### src/rtl/lin_rxbuf_pkg.sv
package lin_rxbuf_pkg;
    localparam int DEF_ID_W    = 6;
    localparam int DEF_LEN_W   = 4;
    localparam int DEF_BYTES   = 8;
    localparam int DEF_BYTE_W  = 8;

    // What the buffer does with the frame on the input this cycle
    typedef enum logic [1:0] {
        ACT_NONE      = 2'd0,
        ACT_STORE     = 2'd1,
        ACT_OVERWRITE = 2'd2,
        ACT_DISCARD   = 2'd3
    } rx_action_e;
endpackage

### src/rtl/lin_rxbuf_policy.sv
module lin_rxbuf_policy
    import lin_rxbuf_pkg::*;
(
    input  logic       good,
    input  logic       full_q,
    input  logic       release_i,
    input  logic       lock_i,
    output rx_action_e action,
    output logic       ovr_set,
    output logic       full_next
);
    logic full_eff;

    always_comb begin
        // A release in this cycle frees the buffer before the new frame is judged
        full_eff  = full_q & ~release_i;
        ovr_set   = good & full_eff;
        full_next = full_eff | good;
        if (!good)         action = ACT_NONE;
        else if (!full_eff) action = ACT_STORE;
        else if (lock_i)   action = ACT_DISCARD;
        else               action = ACT_OVERWRITE;
    end
endmodule

### src/rtl/lin_rxbuf_mask.sv
module lin_rxbuf_mask #(
    parameter int N_BYTES = 8,
    parameter int BYTE_W  = 8,
    parameter int LEN_W   = 4
) (
    input  logic [LEN_W-1:0]          len,
    input  logic [N_BYTES*BYTE_W-1:0] din,
    output logic [N_BYTES*BYTE_W-1:0] dout
);
    for (genvar i = 0; i < N_BYTES; i++) begin : g_byte
        assign dout[i*BYTE_W +: BYTE_W] =
            (32'(i) < 32'(len)) ? din[i*BYTE_W +: BYTE_W] : '0;
    end
endmodule

### src/rtl/lin_rxbuf_ovr.sv
module lin_rxbuf_ovr
    import lin_rxbuf_pkg::*;
#(
    parameter int ID_W    = DEF_ID_W,
    parameter int LEN_W   = DEF_LEN_W,
    parameter int N_BYTES = DEF_BYTES,
    parameter int BYTE_W  = DEF_BYTE_W
) (
    input  logic                      clk,
    input  logic                      rst_n,
    input  logic                      frm_valid,
    input  logic                      frm_ok,
    input  logic [ID_W-1:0]           frm_id,
    input  logic [LEN_W-1:0]          frm_len,
    input  logic [N_BYTES*BYTE_W-1:0] frm_data,
    input  logic                      sw_release,
    input  logic                      ovr_clear,
    input  logic                      lock_mode,
    output logic [ID_W-1:0]           buf_id,
    output logic [LEN_W-1:0]          buf_len,
    output logic [N_BYTES*BYTE_W-1:0] buf_data,
    output logic                      buf_full,
    output logic                      ovr_flag
);
    localparam int DATA_W = N_BYTES * BYTE_W;

    typedef struct packed {
        logic [ID_W-1:0]   id;
        logic [LEN_W-1:0]  len;
        logic [DATA_W-1:0] data;
        logic              full;
        logic              ovr;
    } state_t;

    state_t          st_d, st_q;
    logic            good;
    rx_action_e      action;
    logic            ovr_set;
    logic            full_next;
    logic [DATA_W-1:0] data_masked;

    assign good = frm_valid & frm_ok;

    lin_rxbuf_policy u_policy (
        .good      (good),
        .full_q    (st_q.full),
        .release_i (sw_release),
        .lock_i    (lock_mode),
        .action    (action),
        .ovr_set   (ovr_set),
        .full_next (full_next)
    );

    lin_rxbuf_mask #(
        .N_BYTES (N_BYTES),
        .BYTE_W  (BYTE_W),
        .LEN_W   (LEN_W)
    ) u_mask (
        .len  (frm_len),
        .din  (frm_data),
        .dout (data_masked)
    );

    always_comb begin
        st_d      = st_q;
        st_d.full = full_next;
        // A new overrun wins over a clear in the same cycle
        st_d.ovr  = ovr_set | (st_q.ovr & ~ovr_clear);
        if (action == ACT_STORE || action == ACT_OVERWRITE) begin
            st_d.id   = frm_id;
            st_d.len  = frm_len;
            st_d.data = data_masked;
        end
    end

    always_ff @(posedge clk or negedge rst_n) begin
        if (!rst_n) st_q <= '0;
        else        st_q <= st_d;
    end

    assign buf_id   = st_q.id;
    assign buf_len  = st_q.len;
    assign buf_data = st_q.data;
    assign buf_full = st_q.full;
    assign ovr_flag = st_q.ovr;
endmodule

### config.mk
export PLATFORM = sky130hd
export DESIGN_NAME = lin_rxbuf_ovr
export DESIGN_NICKNAME = d
export VERILOG_FILES = /design/src/rtl/lin_rxbuf_pkg.sv /design/src/rtl/lin_rxbuf_policy.sv /design/src/rtl/lin_rxbuf_mask.sv /design/src/rtl/lin_rxbuf_ovr.sv
export SDC_FILE = /design/constraint.sdc
export NUM_CORES = 1
export LEC_CHECK = 0
export CORE_MARGIN = 2
export CORE_UTILIZATION = 43
export CTS_CLUSTER_SIZE = 16
export DETAILED_ROUTE_END_ITERATION = 8
export HOLD_SLACK_MARGIN = 0.12
export PLACE_DENSITY = 0.87
export SYNTH_ARGS = -nofsm -noshare
export SYNTH_HDL_FRONTEND = slang
export SYNTH_SLANG_ARGS = --single-unit
### constraint.sdc
create_clock -name clk -period 2.1 [get_ports clk]
set_input_delay 0.42 -clock clk [delete_from_list [all_inputs] [get_ports clk]]
set_output_delay 0.42 -clock clk [all_outputs]
set_load 0.02 [all_outputs]
Yosys cells after proc, flatten, opt, wreduce, memory -nomap -nowiden
Index checks and enable logic that the tools add are counted.
{ "word_totals": {"regBits": 76, "input_bits": 81, "word_cells": 35} }
{ "classes": {"magnitude_cmp": 8, "eq_ne": 2, "muxes": 11, "bitwise": 8, "reduce_logical": 1} }
{ "op_table": {"columns": ["operator", "n"], "rows": [
  ["$mux 8", 8],
  ["$lt 3x4->1 const A", 4],
  ["$lt 1x4->1 const A", 2],
  ["$lt 2x4->1 const A", 2],
  ["$and 1x1->1", 4],
  ["$mux 2", 2],
  ["$eq 2x1->1 const B", 1],
  ["$eq 2x2->1 const B", 1],
  ["$not 1->1", 2],
  ["$or 1x1->1", 2],
  ["$logic_or 1x1->1", 1],
  ["$mux 1", 1]
]} }

Longest topological paths before layout
{ "depth": {"depth_word": 6, "depth_mapped": 5, "depth_no_buf": 3} }

Cells and area by module
From an unflattened synthesis, not the netlist that was laid out.
{ "unflattened": {"cells_unflattened": 241, "area_unflattened_um2": 3359.5} }
{ "by_module_without_submodules": {"columns": ["module", "instances", "cells_per_inst", "area_each_um2"], "rows": [
  ["lin_rxbuf_ovr", 1, 162, 2841.5],
  ["lin_rxbuf_mask", 1, 73, 478.0],
  ["lin_rxbuf_policy", 1, 6, 40.0]
]} }

Least setup slack after synthesis
OpenSTA, ideal clock, no wires.
{ "synth_timing": {"path_kind": "register to register", "startpoint": "register st_q, in the netlist buf_full", "endpoint": "register st_q, in the netlist buf_id[3]", "setup_ps": 125, "arrival_time_ps": 1427, "required_time_ps": 1975, "setup_slack_ps": 547, "path_stages_with_launch": 6, "path_buffers": 2, "path_cell_list": "dfrtp_1 and3b_1 or2_1 buf_6 buf_6 mux2_4"} }
{ "synth_via": {"elab_chain_cells": 5, "word_cells_on_any_way": 6, "cone_classes": "eq/ne: 2; mux: 2; bitwise: 1; reduce/logical: 1"} }
{ "synth_lines": {"columns": ["element", "line", "rtl"], "rows": [
  ["start, declared", "lin_rxbuf_ovr.sv:35", "state_t st_d, st_q;"],
  ["start signal, assigned", "lin_rxbuf_ovr.sv:78", "else st_q <= st_d;"],
  ["$and 1x1->1 (*)", "lin_rxbuf_policy.sv:16", "full_eff = full_q & ~release_i;"],
  ["$mux 2 (*)", "lin_rxbuf_policy.sv:20", "else if (!full_eff) action = ACT_STORE;"],
  ["$mux 2 (*)", "lin_rxbuf_policy.sv:19", "if (!good) action = ACT_NONE;"],
  ["$eq 2x1->1 / $eq 2x2->1 (equally long branches)", "lin_rxbuf_ovr.sv:69", "if (action == ACT_STORE || action == ACT_OVERWRITE) begin"],
  ["$logic_or 1x1->1 (*)", "lin_rxbuf_ovr.sv:69", null]
]} }
Every way passes the cells marked *; elsewhere a longest branch is shown, timed or not.
A chain may end at the register's enable or synchronous reset.

Worst setup path after layout
{ "layout_timing": {"startpoint": "register st_q, in the netlist buf_data[1]", "endpoint": "output port buf_data[1]"} }
{ "layout_rtl": {"columns": ["element", "line", "rtl"], "rows": [
  ["end, declared", "lin_rxbuf_ovr.sv:21", "output logic [N_BYTES*BYTE_W-1:0] buf_data,"]
]} }
No word-level cell between the ends.

==> results by group <==
Run status
  – Status: finished, final reports clean

GRT
  – GRT overflow: 0
  – Met1 track utilization from global routing: 29.22%
  – Vias in the first global route: 2,875
  – Gr busiest metal: met2
  – Total track usage: 22.41%
  – Largest net degree at the start of global routing: 67
  – Initial antenna violation count: 0
  – First-pass GRT wire length: 13,780 um
  – GR Util met2: 37.44%
  – M3 GR Usage: 4.340%

Worst setup path
  – Worst Path Required: 1.68 ns
  – Critical path depth: 1
  – Worst path max stage delay: 0.63 ns
  – CP bufs+invs: 1
  – Worst R2R Setup Slack: 0.55 ns
  – Launch point of the worst path: buf_data[1]
  – Critical Path Fanout Max: 2
  – CP delay by family, top: buffers and inverters
  – Critical path cell sequence: clkdlybuf4s50_1
  – CP endpoint: buf_data[1]
  – Startpoint types: flop
  – Reg2reg start: buf_full
  – Critical-path top delay cell: clkdlybuf4s50_1
  – CP Capture Type: output pin
  – Critical path arrival: 1.33 ns
  – R2R depth: 4
  – Kind of critical path: flop to output pin
  – RR Endpoint: buf_len[0]

Yosys
  – Largest cells by area after synthesis: dfrtp_1, o21ai_0, nand2_1, mux2_4, clkbuf_1
  – Adder-cell share of the synthesized area: 0%
  – Synth Area per Inst: 9.837 um2
  – Post-synthesis register bit count: 76
  – Synth Area in Compound Gates: 22.93%
  – Main combinational cell family by area after synthesis: compound AO/OA/AOI/OAI gates
  – Ys flop type: dfrtp_1
  – Count leader, synth: o21ai_0
  – Post-synthesis sequential area ratio: 60.61%
  – Synth top area share: 60.61%
  – Post-synth EDFFs: 0
  – Async S/R FF share, synth: 100.0%
  – Synth Area in Simple Gates: 8.254%
  – Top cells by count, synth: o21ai_0, dfrtp_1, nand2_1
  – Synth Area in XOR/XNOR: 0%
  – Post-Syn Area: 0.003138 mm2
  – Mapped Nets: 400
  – Synth Instances: 319
  – Synth area leader: dfrtp_1
  – Post-synthesis mux area share: 4.306%
  – Synth warn: 0
  – Unique cell type count in the Yosys netlist: 21

Flow run
  – Max-cap violation count: 0

Cells and area
  – N_diodes: 0
  – Layout area overhead: 60.09%
  – Share of layout cells above drive strength 1: 8.439%
  – Fin nets: 550

Worst hold path
  – Hold Startpoint: buf_data[44]
  – Hold Path Class: flop to flop

Timing
  – Clock period minus final worst setup slack: 1.746 ns
  – Finish-stage setup viols: 0
  – Worst-Margin Slew: 0.5650 ns
  – Fmax: 572.7 MHz
  – Fin. max-slew vios: 0
  – RSZ-0062 raised after global routing: false
  – Max Clock Skew: 0.006771 ns
  – Fin crit share: 83.16%
  – Max-slew headroom: 62.34%
  – Final Hold Fails: 0
  – Post-Route Setup TNS: 0 ns

Floorplanning
  – Initial core utilization: 43.73%
  – Area of the die: 0.007997 mm2
  – DIE WIDTH: 89.43 um
  – Std-Cell Rows: 31
  – Vert. Die Dim: 89.43 um
  – # IOs: 157
  – Core Box Area: 0.007176 mm2

Clocking
  – CTS root buffer: clkbuf_8
  – Clock buffer count from CTS: 9
  – Number of hold buffers added after CTS: 1
  – Clk_lat worst skew: 0.34 ns
  – H-tree levels: 3
  – Post-CTS Resized: 0
  – Post-CTS setup buffer count: 0
  – Clock transition at path regs: 0.07 ns
  – Clock tree sinks: 76
  – CTS Buffer Depth: 2
  – CTS tree: built

Detailed routing
  – Routed vias: 2,971
  – Drt total wl: 8991 um
  – Drt drc: 0
  – Routed len/inst: 15.69 um
  – 1st-pass router iterations: 4
  – Vias per cell: 5.185
  – DRT iter0 DRCs: 109
  – Final ANT Viol Nets: 0

Place
  – Port Buffer Count: 156
  – Gp weighted congestion: 0.7892
  – Detail Placement HPWL: 6254 um

Pwr
  – Total power: 0.004099 W
  – PwrDens: 816.0 mW/mm2
  – Lkg Pwr: 2.158 nW
  – Peak VDD IR: 0.0004153 V
## sequential cells by signal (all words and copies together), names as in the netlist
register and count:
buf_data 64, buf_full 1, buf_id 6, buf_len 4, ovr_flag 1
## final cells by class
type | instances | area (um2)
fill | 554 | 2152
sequential | 76 | 1902
timing repair buffer | 166 | 1674
multi-input combinational | 215 | 1117
clock buffer | 12 | 155.1
tap | 99 | 123.9
clock inverter | 4 | 47.55
inverter | 1 | 3.754
## layout by cell type, fill, tap and decap left out
master	n
nand2_2	1
o21a_1	1
nand2_1	57
a21o_1	1
inv_1	1
buf_12	3
clkinvlp_4	1
a31o_2	1
or2_2	2
o21ai_0	136
buf_4	7
mux2_2	4
nand2b_1	1
a211o_1	1
and3b_2	1
clkinv_2	2
dlygate4sd3_1	1
dfrtp_1	76
clkbuf_8	11
bufinv_16	1
o22ai_1	1
clkbuf_1	1
clkdlybuf4s50_1	155
or4_1	1
or3_1	1
mux2_4	6
## worst min-delay path by stage
| stage | to | cells after the start |
|---|---|---|
| after floorplan | buf_data[0] | 0 |
| after global placement | buf_data[25] | 1 |
| after detailed placement | buf_data[25] | 1 |
| after CTS | buf_id[2] | 1 |
| after global routing | buf_len[3] | 1 |
| final | buf_data[44] | 2 |
## kinds of logic after synthesis
group                  Yosys count
AND/OR/NAND/NOR                 64
multiplexers                    10
AO/OA/AOI/OAI                  141
flip-flops                      76
buffers and inverters           28
## stage by stage
step                cells  util [%]  area, um2  hold slack [ns]  worst slack, ns
floorplan             319         -       3138           0.1244           0.5474
global placement      556     67.04       4811           0.3923          0.08603
detailed placement    556     67.04       4811           0.4035          0.03956
CTS                   573     70.01       5024           0.5117           0.3423
global route          573     70.01       5024           0.5307           0.3007
finish                573     70.01       5024           0.5095           0.3537
## layer usage
| metal | up-vias | share of wire (%) |
|---|---|---|
| li1 | 1400 | - |
| met1 | 1430 | 42 |
| met2 | 119 | 50 |
| met3 | 22 | 6.1 |
| met4 | 0 | 2.0 |
| met5 | - | 0 |
## power by group
group	leakage [nW]	switching (W)	internal (W)
sequential	0.960	0.000108	0.00167
clock	0.102	0.000520	0.000611
combinational	1.10	0.000581	0.000610
total	2.16	0.00121	0.00289
Power figures use the tool's default switching activity.
